**src/rtl/sectmr_pkg.sv**
```systemverilog
package sectmr_pkg;
  localparam int REG_ADDR_W  = 2;
  localparam int NUM_EVT     = 2;
  localparam int ST_ALARM    = 0;
  localparam int ST_INC      = 1;
  localparam int EN_SHIFT    = 16;
  localparam int RESTART_BIT = 18;

  typedef enum logic [REG_ADDR_W-1:0] {
    REG_MODE   = 2'd0,
    REG_ALARM  = 2'd1,
    REG_COUNT  = 2'd2,
    REG_STATUS = 2'd3
  } reg_sel_e;
endpackage

```
**src/rtl/sectmr_prescaler.sv**
```systemverilog
module sectmr_prescaler #(
  parameter int PRE_W = 16
) (
  input  logic             clk,
  input  logic             rst_n,
  input  logic             restart,
  input  logic [PRE_W-1:0] presc,
  output logic             tick
);
  localparam int DIV_W = PRE_W + 1;

  logic [DIV_W-1:0] div_last;
  logic [DIV_W-1:0] phase;

  // effective divider: 0 selects the largest count, 1 is promoted to 2
  always_comb begin
    if (presc == '0)
      div_last = {1'b0, {PRE_W{1'b1}}};
    else if (presc == PRE_W'(1))
      div_last = DIV_W'(1);
    else
      div_last = {1'b0, presc} - DIV_W'(1);
  end

  // >= keeps the phase bounded if the divider shrinks mid-period
  assign tick = (phase >= div_last);

  always_ff @(posedge clk) begin
    if (!rst_n)
      phase <= '0;
    else if (restart || tick)
      phase <= '0;
    else
      phase <= phase + DIV_W'(1);
  end
endmodule

```
**src/rtl/sectmr_counter.sv**
```systemverilog
module sectmr_counter #(
  parameter int CNT_W = 32
) (
  input  logic             clk,
  input  logic             rst_n,
  input  logic             tick,
  input  logic             restart,
  input  logic [CNT_W-1:0] alarm,
  output logic [CNT_W-1:0] count,
  output logic             evt_step,
  output logic             evt_match
);
  logic [CNT_W-1:0] count_next;
  logic             alarm_off;

  assign count_next = count + CNT_W'(1);
  assign alarm_off  = (alarm == {CNT_W{1'b1}});
  assign evt_step   = tick && !restart;
  assign evt_match  = evt_step && !alarm_off && (count_next == alarm);

  always_ff @(posedge clk) begin
    if (!rst_n)
      count <= '0;
    else if (restart)
      count <= '0;
    else if (tick)
      count <= count_next;
  end
endmodule

```
**src/rtl/sectmr_status.sv**
```systemverilog
module sectmr_status #(
  parameter int NUM_EVT = 2
) (
  input  logic               clk,
  input  logic               rst_n,
  input  logic [NUM_EVT-1:0] evt,
  input  logic               clr,
  input  logic [NUM_EVT-1:0] en,
  output logic [NUM_EVT-1:0] sts,
  output logic               irq
);
  logic [NUM_EVT-1:0] gated;

  // a new event on the clearing edge survives the clear
  always_ff @(posedge clk) begin
    if (!rst_n)
      sts <= '0;
    else
      sts <= (clr ? '0 : sts) | evt;
  end

  for (genvar i = 0; i < NUM_EVT; i++) begin : g_gate
    assign gated[i] = sts[i] & en[i];
  end

  assign irq = |gated;
endmodule

```
**src/rtl/sectmr_top.sv**
```systemverilog
module sectmr_top
  import sectmr_pkg::*;
#(
  parameter int          CNT_W     = 32,
  parameter int          PRE_W     = 16,
  parameter logic [15:0] DEF_PRESC = 16'h8000
) (
  input  logic                  clk,
  input  logic                  rst_n,
  input  logic [REG_ADDR_W-1:0] bus_addr,
  input  logic                  bus_wr,
  input  logic [CNT_W-1:0]      bus_wdata,
  input  logic                  bus_rd,
  output logic [CNT_W-1:0]      bus_rdata,
  output logic                  irq
);
  logic [PRE_W-1:0]   presc_q;
  logic [NUM_EVT-1:0] en_q;
  logic [CNT_W-1:0]   alarm_q;
  logic [CNT_W-1:0]   count_q;
  logic [NUM_EVT-1:0] sts_q;
  logic [NUM_EVT-1:0] evt;
  logic               tick;
  logic               restart;
  logic               sts_clr;
  logic               evt_step;
  logic               evt_match;
  logic [CNT_W-1:0]   mode_view;
  logic [CNT_W-1:0]   rd_mux;

  assign restart = bus_wr && (bus_addr == REG_MODE) && bus_wdata[RESTART_BIT];
  assign sts_clr = bus_rd && (bus_addr == REG_STATUS);

  always_ff @(posedge clk) begin
    if (!rst_n) begin
      presc_q <= PRE_W'(DEF_PRESC);
      en_q    <= '0;
      alarm_q <= {CNT_W{1'b1}};
    end else if (bus_wr) begin
      case (bus_addr)
        REG_MODE: begin
          presc_q <= bus_wdata[PRE_W-1:0];
          en_q    <= bus_wdata[EN_SHIFT +: NUM_EVT];
        end
        REG_ALARM: alarm_q <= bus_wdata;
        default: ;
      endcase
    end
  end

  sectmr_prescaler #(.PRE_W(PRE_W)) u_presc (
    .clk     (clk),
    .rst_n   (rst_n),
    .restart (restart),
    .presc   (presc_q),
    .tick    (tick)
  );

  sectmr_counter #(.CNT_W(CNT_W)) u_cnt (
    .clk       (clk),
    .rst_n     (rst_n),
    .tick      (tick),
    .restart   (restart),
    .alarm     (alarm_q),
    .count     (count_q),
    .evt_step  (evt_step),
    .evt_match (evt_match)
  );

  always_comb begin
    evt           = '0;
    evt[ST_ALARM] = evt_match;
    evt[ST_INC]   = evt_step;
  end

  sectmr_status #(.NUM_EVT(NUM_EVT)) u_sts (
    .clk   (clk),
    .rst_n (rst_n),
    .evt   (evt),
    .clr   (sts_clr),
    .en    (en_q),
    .sts   (sts_q),
    .irq   (irq)
  );

  always_comb begin
    mode_view                         = '0;
    mode_view[PRE_W-1:0]              = presc_q;
    mode_view[EN_SHIFT +: NUM_EVT]    = en_q;
    case (bus_addr)
      REG_MODE:  rd_mux = mode_view;
      REG_ALARM: rd_mux = alarm_q;
      REG_COUNT: rd_mux = count_q;
      default:   rd_mux = {{(CNT_W-NUM_EVT){1'b0}}, sts_q};
    endcase
  end

  always_ff @(posedge clk) begin
    if (!rst_n)
      bus_rdata <= '0;
    else if (bus_rd)
      bus_rdata <= rd_mux;
  end
endmodule

```
**config.mk**
```make
export PLATFORM = sky130hd
export DESIGN_NAME = sectmr_top
export DESIGN_NICKNAME = d
export VERILOG_FILES = /design/src/rtl/sectmr_pkg.sv /design/src/rtl/sectmr_prescaler.sv /design/src/rtl/sectmr_counter.sv /design/src/rtl/sectmr_status.sv /design/src/rtl/sectmr_top.sv
export SDC_FILE = /design/constraint.sdc
export NUM_CORES = 1
export LEC_CHECK = 0
export BUFFER_PORTS_ARGS = -buffer_cell sky130_fd_sc_hd__buf_2
export CORE_ASPECT_RATIO = 0.8
export CORE_MARGIN = 2
export CORE_UTILIZATION = 34
export CTS_BUF_LIST = sky130_fd_sc_hd__clkbuf_2
export CTS_CLUSTER_DIAMETER = 120
export DETAILED_ROUTE_END_ITERATION = 10
export PLACE_DENSITY = 0.56
export SLEW_MARGIN = 20
export SYNTH_ARGS = -nofsm -noshare
export SYNTH_HDL_FRONTEND = slang
export SYNTH_HIERARCHICAL = 1
export SYNTH_SLANG_ARGS = --single-unit
```
**constraint.sdc**
```tcl
create_clock -name clk -period 6.1 [get_ports clk]
set_clock_uncertainty 0.1 [all_clocks]
set_input_delay 0.61 -clock clk [delete_from_list [all_inputs] [get_ports clk]]
set_output_delay 0.61 -clock clk [all_outputs]
set_load 0.02 [all_outputs]
```
After elaboration in Yosys (flattened, before gate mapping)
Index checks and enable logic that the tools add are counted.
W data, S select, Z words.
{ "op_classes": {"addsub": 3, "mul": 0, "div_mod_pow": 0, "order_cmp": 1, "n_eq_ne": 6, "shift": 0, "mux": 4, "n_bitwise": 4, "n_reduce_logical": 16} }
{ "op_table": {"columns": ["cell", "n"], "rows": [
  ["$pmux W32 S3", 1],
  ["$mux W17", 2],
  ["$add A32 B1 Y32 const B", 1],
  ["$eq A32 B32 Y1", 1],
  ["$eq A32 B32 Y1 const B", 1],
  ["$add A17 B1 Y17 const B", 1],
  ["$ge A17 B17 Y1", 1],
  ["$sub A16 B1 Y17 const B", 1],
  ["$eq A16 B1 Y1 const B", 1],
  ["$logic_not A16 Y1", 1],
  ["$logic_and A1 B1 Y1", 6],
  ["$reduce_or A2 Y1", 3],
  ["$eq A2 B2 Y1 const B", 2],
  ["$reduce_and A2 Y1", 2],
  ["$and A1 B1 Y1", 2],
  ["$eq A2 B1 Y1 const B", 1],
  ["$logic_not A1 Y1", 2],
  ["$logic_not A2 Y1", 1],
  ["$mux W2", 1],
  ["$or A2 B2 Y2", 1],
  ["$logic_or A1 B1 Y1", 1],
  ["$not A1 Y1", 1]
]} }
{ "word_totals": {"ff_bits": 133, "latchBits": 0, "ram_bits": 0, "mem_bits_ro": 0, "in_bits": 38, "out_inout_bits": 33, "word_cells": 41, "mem_count": 0} }

Depth between registers and ports, before layout
{ "logic_depth": {"depth_word": 8, "ltp_mapped": 20} }

By module
The synthesis kept the hierarchy.
{ "modules_own_cells": {"columns": ["mod", "instances", "cells_each", "area_per_inst_um2", "seq_area_each_um2"], "rows": [
  ["sectmr_top", 1, 403, 3413.3, 1641.6],
  ["sectmr_counter", 1, 324, 2518.7, 640.6],
  ["sectmr_prescaler", 1, 195, 1508.9, 340.3],
  ["sectmr_status", 1, 7, 77.6, 40.0]
]} }

Worst setup path before layout
No wires, ideal clock.
{ "synth_path": {"kind": "reg2reg", "from": "reg presc_q[8]", "to": "reg u_sts.sts[0]", "t_arrival_ps": 4532, "path_slack_ps": 1410, "path_stages_with_launch": 20, "period_less_slack_ps": 4690, "path_cell_list": "dfxtp_1 -> or3_4 -> or2_4 -> or3_1 -> nor3_1 -> a211oi_1 -> ha_1 -> nand4_1 -> nor4_2 -> o21ai_0 -> nand3_1 -> clkbuf_1 -> inv_1 -> a2111oi_2 -> o2111ai_1 -> a221oi_2 -> nand3_1 -> or4_1 -> nor4_2 -> o21a_1"} }
{ "synth_between": {"elab_chain_cells": 8} }
{ "synth_rtl": {"columns": ["element", "line_no", "rtl"], "rows": [
  ["start: declaration", "sectmr_top.sv:17", "logic [PRE_W-1:0] presc_q;"],
  ["start signal: assignment", "sectmr_top.sv:36", "presc_q <= PRE_W'(DEF_PRESC);"],
  ["start signal: assignment", "sectmr_top.sv:42", "presc_q <= bus_wdata[PRE_W-1:0];"],
  ["$sub A16 B1 Y17 / $eq A16 B1 Y1 (equally long branches)", "sectmr_prescaler.sv:22, sectmr_prescaler.sv:19", null],
  ["$mux W17", "sectmr_prescaler.sv:19", "else if (presc == PRE_W'(1))"],
  ["$mux W17 *", "sectmr_prescaler.sv:17", "if (presc == '0)"],
  ["$ge A17 B17 Y1 *", "sectmr_prescaler.sv:26", "assign tick = (phase >= div_last);"],
  ["via tick", "sectmr_top.sv:23", "logic tick;"],
  ["$logic_and A1 B1 Y1 *", "sectmr_counter.sv:18", "assign evt_step = tick && !restart;"],
  ["$logic_and A1 B1 Y1 * (2 in series)", "sectmr_counter.sv:19", "assign evt_match = evt_step && !alarm_off && (count_next == alarm);"],
  ["via evt_match", "sectmr_top.sv:27", "logic evt_match;"],
  ["$or A2 B2 Y2 *", "sectmr_status.sv:19", "sts <= (clr ? '0 : sts) | evt;"],
  ["end signal: assignment", "sectmr_status.sv:19", null],
  ["end: declaration", "sectmr_status.sv:9", "output logic [NUM_EVT-1:0] sts,"]
]} }
Mark *: on every way through the listed nets, which the timed path passes. The rest lies on a longest branch.
A chain may end at the register's enable or synchronous reset.

Worst setup path after layout
Ends and elaborated chain as after synthesis.

==> results.md <==
* Pre-Repair DR Iteration Count at 5
* Max-Cap Viols at 0
* Drt initial violations at 604
* HP Class: in -> reg
* Vias at 6813
* Worst slew pin tran at 0.815 ns
* TritonCTS clock tree: built
* Final Non-Filler Cells at 1286
* WHS at 0.0417 ns
* Vias in the first global route at 6187
* Post-route cell area at 8550 um2
* Dpl ws at 1.07 ns
* Htree depth at 4
* Internal at 1.25 mW
* Layout Nets at 1057
* Power Dens Cells at 210 nW/um2
* Mapped cell area at 7520 um2
* Port bufs at 70
* Combinational power share at 0.154
* Top FF cell, synth: dfxtp_1
* DRT antenna net count at 0
* Hold depth at 3
* Placer Congestion at 0.879
* Grt ovf at 0
* CP Launch Type: flop
* Clock Pin Slew Worst Setup and Hold Paths at 0.23 ns
* Final Max Tran Viols at 0
* Chip Width at 170 um
* Hold endpoint: alarm_q[7]
* Syn Inst Count at 929
* Initial Util at 0.348
* Share of cells above drive strength 1 at 0.153
* Top cell type's share of synthesized area at 0.354
* Final worst path period need at 5.13 ns
* Seq/Total Area, Yosys at 0.354
* DR vias/cell at 5.30
* Clk root buf: clkbuf_2
* Worst reg-to-reg setup slack at 0.97 ns
* HP Start: bus_wdata[7]
* Setup CP Type: reg -> reg
* Post-synthesis net count at 989
* Dpl hpwl at 15600 um
* CTS buffer count at 17
* Unique cell type count in the Yosys netlist at 70
* Layout overhead on the synthesized area at 13.8%
* Cell taking the most area after synthesis: dfxtp_1
* Setup_tns at 0 ns
* Most common cell in the netlist: nand2_1
* Register share of total power at 0.519
* WP data arrival at 5.69 ns
* Core area at 21600 um2
* Count of state elements after synthesis at 133
* RSZ-0062 raised after global routing: false
* Net Sw Frac at 0.307
* Area contributors post-synth: dfxtp_1 (35%), nand2_1 (7.7%), xor2_1 (5.9%), xnor2_1 (5.7%), nand3_1 (4.1%)
* Relative slew slack at 0.456
* RR Endpoint: u_sts/sts[0]
* Post-DP Area at 7990 um2
* Post-route DRC at 0
* CTS sink cnt at 133
* Initial antenna violation count at 2
* Die Y at 137 um
* Setup violators final at 0
* Peak VDD IR at 0.000104 V
* First-pass GRT wire length at 34700 um
* Ys Warns at 6
* CTS Buffer Depth at 2
* CP Capture Type: flop
* PostCTS Resize Cnt at 0
* Status: finished clean
* Top cells by count, synth: nand2_1 (155), dfxtp_1 (133), nor2_1 (72), nand3_1 (61), xor2_1 (51)
* I/O pin count at 71
* Pleak at 3.37 nW
* Total track usage at 0.193
* Number of synthesized flops with an enable pin at 0
* DP Cell Count at 1222
* Row count at 48
* Final hold vios at 0
* Per-cell routed wire length at 17.2 um
* CP Max Fanout at 15
* WL final at 22100 um
* Largest net degree at the start of global routing at 64
* Worst R2R Start: presc_q[8]
* Post-synth ARST share at 0
* Worst path required time at 6.67 ns
* Max Clk Rate at 0.195 GHz
* Period utilisation layout at 0.840
* Syn avg cell area at 8.09 um2
* Setup WS post-layout at 0.973 ns
* Psw at 0.552 mW
* Worst Reg-to-Reg Cells at 17
* Die area at 23300 um2
* Clk pwr share at 0.327
* Clk Latency, worst-skew pair at 0.74 ns
state kept, by name (all words and copies together), names as in the netlist:
signal and cells:
u_sts/sts 2, bus_rdata 32, alarm_q 32, en_q 2
u_cnt/count 32, presc_q 16, u_presc/phase 17
power groups by stage:
stage / registers, mW / logic (mW) / clock network, mW
floorplan: 0.958 / 0.167 / 0
global placement: 0.950 / 0.258 / 0
detailed placement: 0.950 / 0.259 / 0
CTS: 0.933 / 0.275 / 0.604
global route: 0.938 / 0.306 / 0.638
finish: 0.933 / 0.277 / 0.589
through the flow:
stage / power [mW] / util
floorplan: 1.12 / -
global placement: 1.21 / 0.369
detailed placement: 1.21 / 0.369
CTS: 1.81 / 0.395
global route: 1.88 / 0.396
finish: 1.80 / 0.396
critical path, stage by stage (launching register included):
cell	delay, ns
dfxtp_1	0.42
or3_4	0.42
nor4_2	0.35
and3_1	0.51
nor3_1	0.14
ha_1	0.32
nand4_1	0.20
nor4_2	0.40
o21ai_0	0.18
nand3_1	0.17
inv_1	0.15
a2111oi_2	0.25
o2111ai_1	0.18
a221oi_2	0.21
nand3_1	0.11
or4_1	0.54
nor4_2	0.26
o21a_1	0.15
metal layers:
layer  GRT usage  part of all wire  up-vias  routed length [um]
met1       0.296              0.53     3223               11700
met3      0.0428             0.061       13                1340
met5           0           0.00041        -                   9
met4      0.0389            0.0076        2                 169
li1            -                 -     3371                   -
met2       0.272              0.40      204                8940
area by class of cell:
cell class / count / area (um2)
repair buffers: 109 / 721
multi-input cells: 725 / 4530
fillers: 2285 / 13100
flip-flops and latches: 133 / 2660
clock inverters: 12 / 156
well taps: 275 / 344
clock buffers: 20 / 100
inverters: 11 / 41.3
diodes: 1 / 2.50
placed cells by master, fill, tap and decap left out, types with 8 or more instances in the layout:
| cell | instances |
|---|---|
| a21boi_2 | 8 |
| a31oi_1 | 18 |
| nor2_1 | 72 |
| xnor2_1 | 49 |
| buf_2 | 70 |
| ha_1 | 22 |
| o21ai_0 | 43 |
| a21boi_0 | 9 |
| clkbuf_2 | 20 |
| a21oi_1 | 42 |
| xor2_1 | 51 |
| inv_1 | 11 |
| nand4_1 | 38 |
| a22oi_1 | 14 |
| nand3_1 | 61 |
| and3_1 | 11 |
| dlygate4sd3_1 | 31 |
| nand2_1 | 155 |
| dfxtp_1 | 133 |
| nor3_1 | 12 |
| mux2i_1 | 19 |
| or3_1 | 8 |
| or2_2 | 15 |
| buf_4 | 8 |
worst max path at each step:
stage / startpoint / endpoint / slack (ns) / cells after the start
after global routing: presc_q[8] / u_sts/sts[0] / 0.52 / 17
after global placement: presc_q[8] / u_sts/sts[0] / 1.28 / 17
final: presc_q[8] / u_sts/sts[0] / 0.97 / 17
after detailed placement: presc_q[8] / u_sts/sts[0] / 1.07 / 17
after CTS: presc_q[8] / u_sts/sts[0] / 0.97 / 17
after floorplan: presc_q[8] / u_sts/sts[0] / 1.41 / 19
logic make-up (layout without fill, tap and decap cells):
kind of cell               after synthesis  count (layout)  synth area share
xor gates and xnor gates               101             101             0.119
muxes                                   22              22            0.0328
DFF                                    133             133             0.354
buffers and inverters                   71             152            0.0448
other                                    0               1                 0
and+or+nand+nor                        428             428             0.284
AOI/OAI and AO/OA                      151             151             0.127
adders and majority gates               23              23            0.0379
timing repair:
action | 4_1_cts | 5_1_grt
hold buffers | 30 | 1
hold endpoints to repair | 38 | 1
buffers inserted | 0 | 0
Note: power is estimated with default switching activity, not from simulation.
